[src/rtl/cap_status_flags_pkg.sv]
package cap_status_flags_pkg;

  // Strobes from control to datapath, already prioritised.
  typedef struct packed {
    logic loadInit;   // load programmed full count, clear counter
    logic loadRef;    // load measured reference, clear counter
    logic bumpCount;  // count one valid charge (saturating)
  } dpStrobe_t;

endpackage

[src/rtl/cap_status_flags_dp.sv]
module cap_status_flags_dp
  import cap_status_flags_pkg::*;
#(
  parameter int CNT_W    = 8,
  parameter int REF_W    = 16,
  parameter int CI_LIMIT = 64
) (
  input  logic             clk,
  input  logic             rst_n,
  input  dpStrobe_t        strobes,
  input  logic [REF_W-1:0] refValue,
  input  logic [REF_W-1:0] progFull,
  input  logic [REF_W-1:0] availCharge,
  output logic [CNT_W-1:0] cycleCount,
  output logic [REF_W-1:0] capRef,
  output logic             hitLimit,
  output logic             refMatch
);

  localparam logic [CNT_W-1:0] CNT_MAX   = {CNT_W{1'b1}};
  localparam logic [CNT_W-1:0] LIMIT_PRE = CNT_W'(CI_LIMIT - 1);

  logic atMax;

  assign atMax    = (cycleCount == CNT_MAX);
  // next bump will land exactly on the limit
  assign hitLimit = (cycleCount == LIMIT_PRE);
  assign refMatch = (availCharge == capRef);

  always_ff @(posedge clk) begin
    if (strobes.loadInit) begin
      cycleCount <= '0;
      capRef     <= progFull;
    end else if (strobes.loadRef) begin
      cycleCount <= '0;
      capRef     <= refValue;
    end else if (strobes.bumpCount && !atMax) begin
      cycleCount <= cycleCount + 1'b1;
    end
  end

  assert_count_saturates_R2: assert property (@(posedge clk) disable iff (!rst_n)
    (cycleCount == CNT_MAX && !strobes.loadInit && !strobes.loadRef) |=> (cycleCount == CNT_MAX));

  assert_count_step_R2: assert property (@(posedge clk) disable iff (!rst_n)
    (strobes.bumpCount && !atMax) |=> (cycleCount == $past(cycleCount) + 1'b1));

  assert_ref_load_R3: assert property (@(posedge clk) disable iff (!rst_n)
    strobes.loadRef |=> (cycleCount == '0 && capRef == $past(refValue)));

  assert_ref_stable_R3: assert property (@(posedge clk) disable iff (!rst_n)
    (!strobes.loadInit && !strobes.loadRef) |=> $stable(capRef));

endmodule

[src/rtl/cap_status_flags_ctrl.sv]
module cap_status_flags_ctrl
  import cap_status_flags_pkg::*;
#(
  parameter int EMPTY_LEVELS = 2
) (
  input  logic                    clk,
  input  logic                    rst_n,
  input  logic                    initEvt,
  input  logic                    validCharge,
  input  logic                    refUpdate,
  input  logic [EMPTY_LEVELS-1:0] emptyCross,
  input  logic                    replacedDet,
  input  logic                    removedCond,
  input  logic                    hitLimit,
  input  logic                    refMatch,
  output dpStrobe_t               strobes,
  output logic                    capInaccFlag,
  output logic                    replacedFlag,
  output logic                    removedFlag,
  output logic [EMPTY_LEVELS-1:0] emptyFlags
);

  logic initAll;

  assign initAll = !rst_n || initEvt;

  always_comb begin
    strobes.loadInit  = initAll;
    strobes.loadRef   = refUpdate && !initAll;
    strobes.bumpCount = validCharge && !refUpdate && !initAll;
  end

  // capacity-inaccurate, replaced and removed flags
  always_ff @(posedge clk) begin
    if (initAll) begin
      capInaccFlag <= 1'b1;
      replacedFlag <= 1'b1;
      removedFlag  <= 1'b0;
    end else begin
      removedFlag <= removedCond;
      if (strobes.loadRef)
        capInaccFlag <= 1'b0;
      else if (strobes.bumpCount && hitLimit)
        capInaccFlag <= 1'b1;
      if (replacedDet)
        replacedFlag <= 1'b1;
      else if (validCharge && refMatch)
        replacedFlag <= 1'b0;
    end
  end

  // one latch per end-of-discharge level: set on crossing, cleared by charge
  for (genvar lvl = 0; lvl < EMPTY_LEVELS; lvl++) begin : g_emptyLatch
    always_ff @(posedge clk) begin
      if (initAll)
        emptyFlags[lvl] <= 1'b0;
      else if (emptyCross[lvl])
        emptyFlags[lvl] <= 1'b1;
      else if (validCharge)
        emptyFlags[lvl] <= 1'b0;
    end

    assert_empty_holds_R5: assert property (@(posedge clk) disable iff (!rst_n)
      (emptyFlags[lvl] && !validCharge && !initEvt) |=> emptyFlags[lvl]);

    assert_empty_clears_R6: assert property (@(posedge clk) disable iff (!rst_n)
      (validCharge && !emptyCross[lvl] && !initEvt) |=> !emptyFlags[lvl]);
  end

  assert_init_flags_R1: assert property (@(posedge clk) disable iff (!rst_n)
    initEvt |=> (capInaccFlag && replacedFlag && !removedFlag && emptyFlags == '0));

  assert_removed_follow_R9: assert property (@(posedge clk) disable iff (!rst_n)
    !initEvt |=> (removedFlag == $past(removedCond)));

  assert_replaced_set_R8: assert property (@(posedge clk) disable iff (!rst_n)
    replacedDet |=> replacedFlag);

  assert_ci_clear_R3: assert property (@(posedge clk) disable iff (!rst_n)
    (refUpdate && !initEvt) |=> !capInaccFlag);

endmodule

[src/rtl/cap_status_flags.sv]
module cap_status_flags
  import cap_status_flags_pkg::*;
#(
  parameter int CNT_W    = 8,
  parameter int REF_W    = 16,
  parameter int CI_LIMIT = 64
) (
  input  logic             clk,
  input  logic             rst_n,
  input  logic             initEvt,
  input  logic             validCharge,
  input  logic             refUpdate,
  input  logic [REF_W-1:0] refValue,
  input  logic [REF_W-1:0] progFull,
  input  logic [REF_W-1:0] availCharge,
  input  logic             edv1Cross,
  input  logic             edvfCross,
  input  logic             replacedDet,
  input  logic             removedCond,
  output logic             capInaccFlag,
  output logic             replacedFlag,
  output logic             removedFlag,
  output logic             edv1Flag,
  output logic             edvfFlag,
  output logic             emptyHiZ,
  output logic [CNT_W-1:0] cycleCount,
  output logic [REF_W-1:0] capRef
);

  localparam int EMPTY_LEVELS = 2;

  dpStrobe_t               strobes;
  logic                    hitLimit;
  logic                    refMatch;
  logic [EMPTY_LEVELS-1:0] emptyFlags;

  cap_status_flags_ctrl #(.EMPTY_LEVELS(EMPTY_LEVELS)) u_ctrl (
    .clk          (clk),
    .rst_n        (rst_n),
    .initEvt      (initEvt),
    .validCharge  (validCharge),
    .refUpdate    (refUpdate),
    .emptyCross   ({edvfCross, edv1Cross}),
    .replacedDet  (replacedDet),
    .removedCond  (removedCond),
    .hitLimit     (hitLimit),
    .refMatch     (refMatch),
    .strobes      (strobes),
    .capInaccFlag (capInaccFlag),
    .replacedFlag (replacedFlag),
    .removedFlag  (removedFlag),
    .emptyFlags   (emptyFlags)
  );

  cap_status_flags_dp #(.CNT_W(CNT_W), .REF_W(REF_W), .CI_LIMIT(CI_LIMIT)) u_dp (
    .clk         (clk),
    .rst_n       (rst_n),
    .strobes     (strobes),
    .refValue    (refValue),
    .progFull    (progFull),
    .availCharge (availCharge),
    .cycleCount  (cycleCount),
    .capRef      (capRef),
    .hitLimit    (hitLimit),
    .refMatch    (refMatch)
  );

  assign edv1Flag = emptyFlags[0];
  assign edvfFlag = emptyFlags[1];
  // final empty level releases the empty pin
  assign emptyHiZ = emptyFlags[1];

  assert_ci_on_limit_R4: assert property (@(posedge clk) disable iff (!rst_n)
    (validCharge && !refUpdate && !initEvt && cycleCount == CNT_W'(CI_LIMIT - 1)) |=> capInaccFlag);

  assert_ci_sticky_R4: assert property (@(posedge clk) disable iff (!rst_n)
    (capInaccFlag && !refUpdate) |=> capInaccFlag);

  assert_hiz_on_final_R7: assert property (@(posedge clk) disable iff (!rst_n)
    (edvfCross && !initEvt) |=> emptyHiZ);

  assert_init_ref_R1: assert property (@(posedge clk) disable iff (!rst_n)
    initEvt |=> (capRef == $past(progFull) && cycleCount == '0 && !emptyHiZ));

endmodule

[config.mk]
export PLATFORM = sky130hd
export DESIGN_NAME = cap_status_flags
export DESIGN_NICKNAME = d
export VERILOG_FILES = /design/src/rtl/cap_status_flags_pkg.sv /design/src/rtl/cap_status_flags_dp.sv /design/src/rtl/cap_status_flags_ctrl.sv /design/src/rtl/cap_status_flags.sv
export SDC_FILE = /design/constraint.sdc
export NUM_CORES = 1
export LEC_CHECK = 0
export BUFFER_PORTS_ARGS = -buffer_cell sky130_fd_sc_hd__clkbuf_2
export CAP_MARGIN = 20
export CORE_UTILIZATION = 38
export DETAILED_ROUTE_END_ITERATION = 8
export PLACE_DENSITY = 0.75
export SYNTH_ARGS = -nofsm -noshare
export SYNTH_HDL_FRONTEND = slang
export SYNTH_SLANG_ARGS = --single-unit
[constraint.sdc]
create_clock -name clk -period 1.6 [get_ports clk]
set_input_delay 0.08 -clock clk [delete_from_list [all_inputs] [get_ports clk]]
set_output_delay 0.08 -clock clk [all_outputs]
set_load 0.05 [all_outputs]
==> impl_metrics.csv <==
group,metric,value,unit
status,outcome,"finished, final reports clean",
yosys,syn_area_per_cell,9.343,um^2
setup_path,required,1.75,ns
global_routing,grt_use_total,18.44,%
floorplan,die_h,63.13,um
power_and_ir_drop,power_switching,576.1,uW
finish,fin_util,59.27,%
global_routing,overflow,0,
power_and_ir_drop,power.leakage,0.9871,nW
routing,avgRoutedWirePerCell,11.69,um
yosys,synth.area.top_cells,"edfxtp_1, dfxtp_1, nand2_1",
routing,vias,1362,
routing,wirelength,3.459,mm
finish,finalNetCount,307,
setup_path,setup.worst_path.start,"u_dp.capRef[6]",
routing,drc,0,
sta,fin_crit,1.525,ns
yosys,synth_cells,152,
sta,rsz0062_at_grt,"false",
setup_path,r2r-end,"u_ctrl.replacedFlag",
global_routing,grtUsageMet1,20.23,%
finish,final_cell_mix,"clkbuf_2, nand2_1, edfxtp_1, xnor2_1",
sta,tns,0,ns
power_and_ir_drop,p_clk_share,31.2,%
yosys,ys_warn_count,0,
setup_path,rr_worst_depth,4,
sta,tightest_slew,0.8085,ns
setup_path,arrival,1.67,ns
global_routing,grt_util_met3,6.522,%
global_routing,grt_pass1_wl,5.616,mm
setup_path,worst_setup_path_start_kind,"flop",
routing,first_iter_violations,29,
job,drv_cap,0,
floorplan,dieWidth,63.13,um
placed_design,gp_congestion,0.8479,
sta,drv_slew,0,
yosys,synthesis.area,1420,um^2
power_and_ir_drop,p_comb_share,23.2,%
sta,post-route-period-util,95.33,%
global_routing,globalRouteMet2Util,32.39,%
sta,skew,0.004639,ns
routing,drtPass1Iterations,2,
cts,cts_tree,"yes",
global_routing,grt_pass1_vias,1281,
cts,htree_levels,2,
sta,setup_viol,0,
worst_hold_path,hp-class,"input port to flop",
cts,clkSinkCount,29,
finish,layout-drive-gt1-share,42.80,%
setup_path,critPathCapture,"u_ctrl.replacedFlag",
yosys,yosys.area.top_type,"edfxtp_1",
finish,stdcell_count,296,
yosys,syn_nets,210,
yosys,synthDistinctLibCells,27,
placed_design,placed_cells_incl_taps,285,
global_routing,antenna_found_initial,0,
yosys,yosysSeqAreaShare,52.16,%
floorplan,die_area,3985,um^2
cts,clk_latency,0.27,ns
power_and_ir_drop,p_int,1.344,mW
global_routing,grt_max_degree,22,
global_routing,top_usage_layer,"met2",
cts,cts_root_buf,"clkbuf_8",
power_and_ir_drop,seq_power_share,45.6,%
floorplan,initial_utilization,40.95,%
routing,vias_per_cell,4.601,
power_and_ir_drop,p_sw_share,30.00,%
setup_path,timing.rr.start,"u_dp.capRef[6]",
placed_design,dpl.hpwl,2.716,mm
setup_path,critPathKind,"flop to flop",
power_and_ir_drop,power_density,934.1,nW/um^2
cts,clock_path_buffers,2,
cts,cts-buffers-inserted,5,
setup_path,r2r_setup_slack,0.07,ns
cts,clk_pin_slew,0.06,ns
sta,clock.fmax,655.6,MHz
floorplan,io_pins,87,
yosys,synth.ff_latch_count,29,
finish,area_delta_synth_final,44.76,%
power_and_ir_drop,ir_drop,0.5137,mV
setup_path,end_kind,"flop",
floorplan,rows,21,
placed_design,io_buffers,86,
finish,diodes,0,
sta,hold_viol,0,
yosys,synth_top_area_share,33.83,%
setup_path,worstPathMaxFanout,2,
sta,slew-limit-headroom,46.04,%
floorplan,coreArea,3468,um^2
power_and_ir_drop,power,1.920,mW
routing,drtAntennaViolNets,0,
finish,final_common_cell,"clkbuf_2",
==> sequential cells by signal (all words and copies together) (netlist names) <==
signal,cells
u_dp.capRef,16
u_ctrl.emptyFlags,2
u_dp.cycleCount,8
u_ctrl.replacedFlag,1
u_ctrl.removedFlag,1
u_ctrl.capInaccFlag,1
==> power groups by stage <==
stage | clock [mW] | sequential (mW) | combinational [mW]
after floorplan | 0 | 1.07 | 0.116
after global placement | 0 | 0.890 | 0.439
after detailed placement | 0 | 0.893 | 0.444
after CTS | 0.623 | 0.877 | 0.447
after global routing | 0.658 | 0.883 | 0.474
final | 0.599 | 0.876 | 0.445
==> synth_stat cells, drive strengths merged <==
cell type	n
buf	1
clkbuf	4
or3	1
nor2	4
o31ai	3
mux2i	1
nor3b	1
xnor2	13
ha	1
nand2	53
o21ai	3
nor3	3
edfxtp	16
inv	3
nand4	5
dfxtp	13
nand2b	1
nor4	1
a21oi	9
or4	3
nand3	4
xor2	4
nor2b	1
o211a	1
o211ai	2
and2	1
==> metrics by stage <==
step                      instance area [um^2]  hold slack, ns  setup WS [ns]
after floorplan                           1428          0.1918       -0.04483
after global placement                    1938          0.2834        0.08281
after detailed placement                  1938          0.2854        0.03435
after CTS                                 2038        0.004914        0.02439
after global routing                      2056         0.03387        0.01078
final                                     2056         0.01418        0.07478
==> worst min-delay path by stage <==
stage / start / to / slack, ns / cells after the start
3_3_place_gp: removedCond / u_ctrl.removedFlag / 0.28 / 2
4_1_cts: edvfCross / u_ctrl.emptyFlags[1] / 0.005 / 3
3_5_place_dp: removedCond / u_ctrl.removedFlag / 0.29 / 2
5_1_grt: edvfCross / u_ctrl.emptyFlags[1] / 0.03 / 3
6_report: edvfCross / u_ctrl.emptyFlags[1] / 0.01 / 3
2_1_floorplan: refUpdate / u_ctrl.capInaccFlag / 0.19 / 1
==> logic make-up after synthesis <==
family	count (synthesis)	share of synthesized area, %
flops	29	52.16
mux	1	0.7049
compound gates	18	8.546
buf+inv	8	2.379
simple gates	78	24.85
fa+ha+maj	1	0.8809
xor+xnor	17	10.48
==> cell type report <==
| cell class | instances | area [um^2] |
|---|---|---|
| flip-flops and latches | 29 | 748.2 |
| clock buffers | 8 | 90.09 |
| repair buffers | 95 | 500.5 |
| inverters | 3 | 11.26 |
| fillers | 333 | 1413 |
| multi-input cells | 115 | 648.1 |
| well taps | 46 | 57.56 |
==> worst max-delay path: stages (launching register included) <==
cell	delay [ns]
edfxtp_1	0.40
xor2_1	0.15
or4_1	0.50
nor4_1	0.25
a21oi_1	0.10
==> per-layer routing <==
layer | vias to the layer above | wire length (um)
met5 | - | 0
met2 | 57 | 1727
li1 | 715 | -
met3 | 4 | 227
met4 | 0 | 40
met1 | 586 | 1464
==> what timing repair did <==
action / 4_1_cts / 5_1_grt
endpoints found under the hold margin: 1 / 0
setup buffers: 0 / 2
resized for setup: 0 / 1
hold buffers: 1 / 0
setup endpoints to repair: 0 / 2
Note: power is estimated with default switching activity, not from simulation.
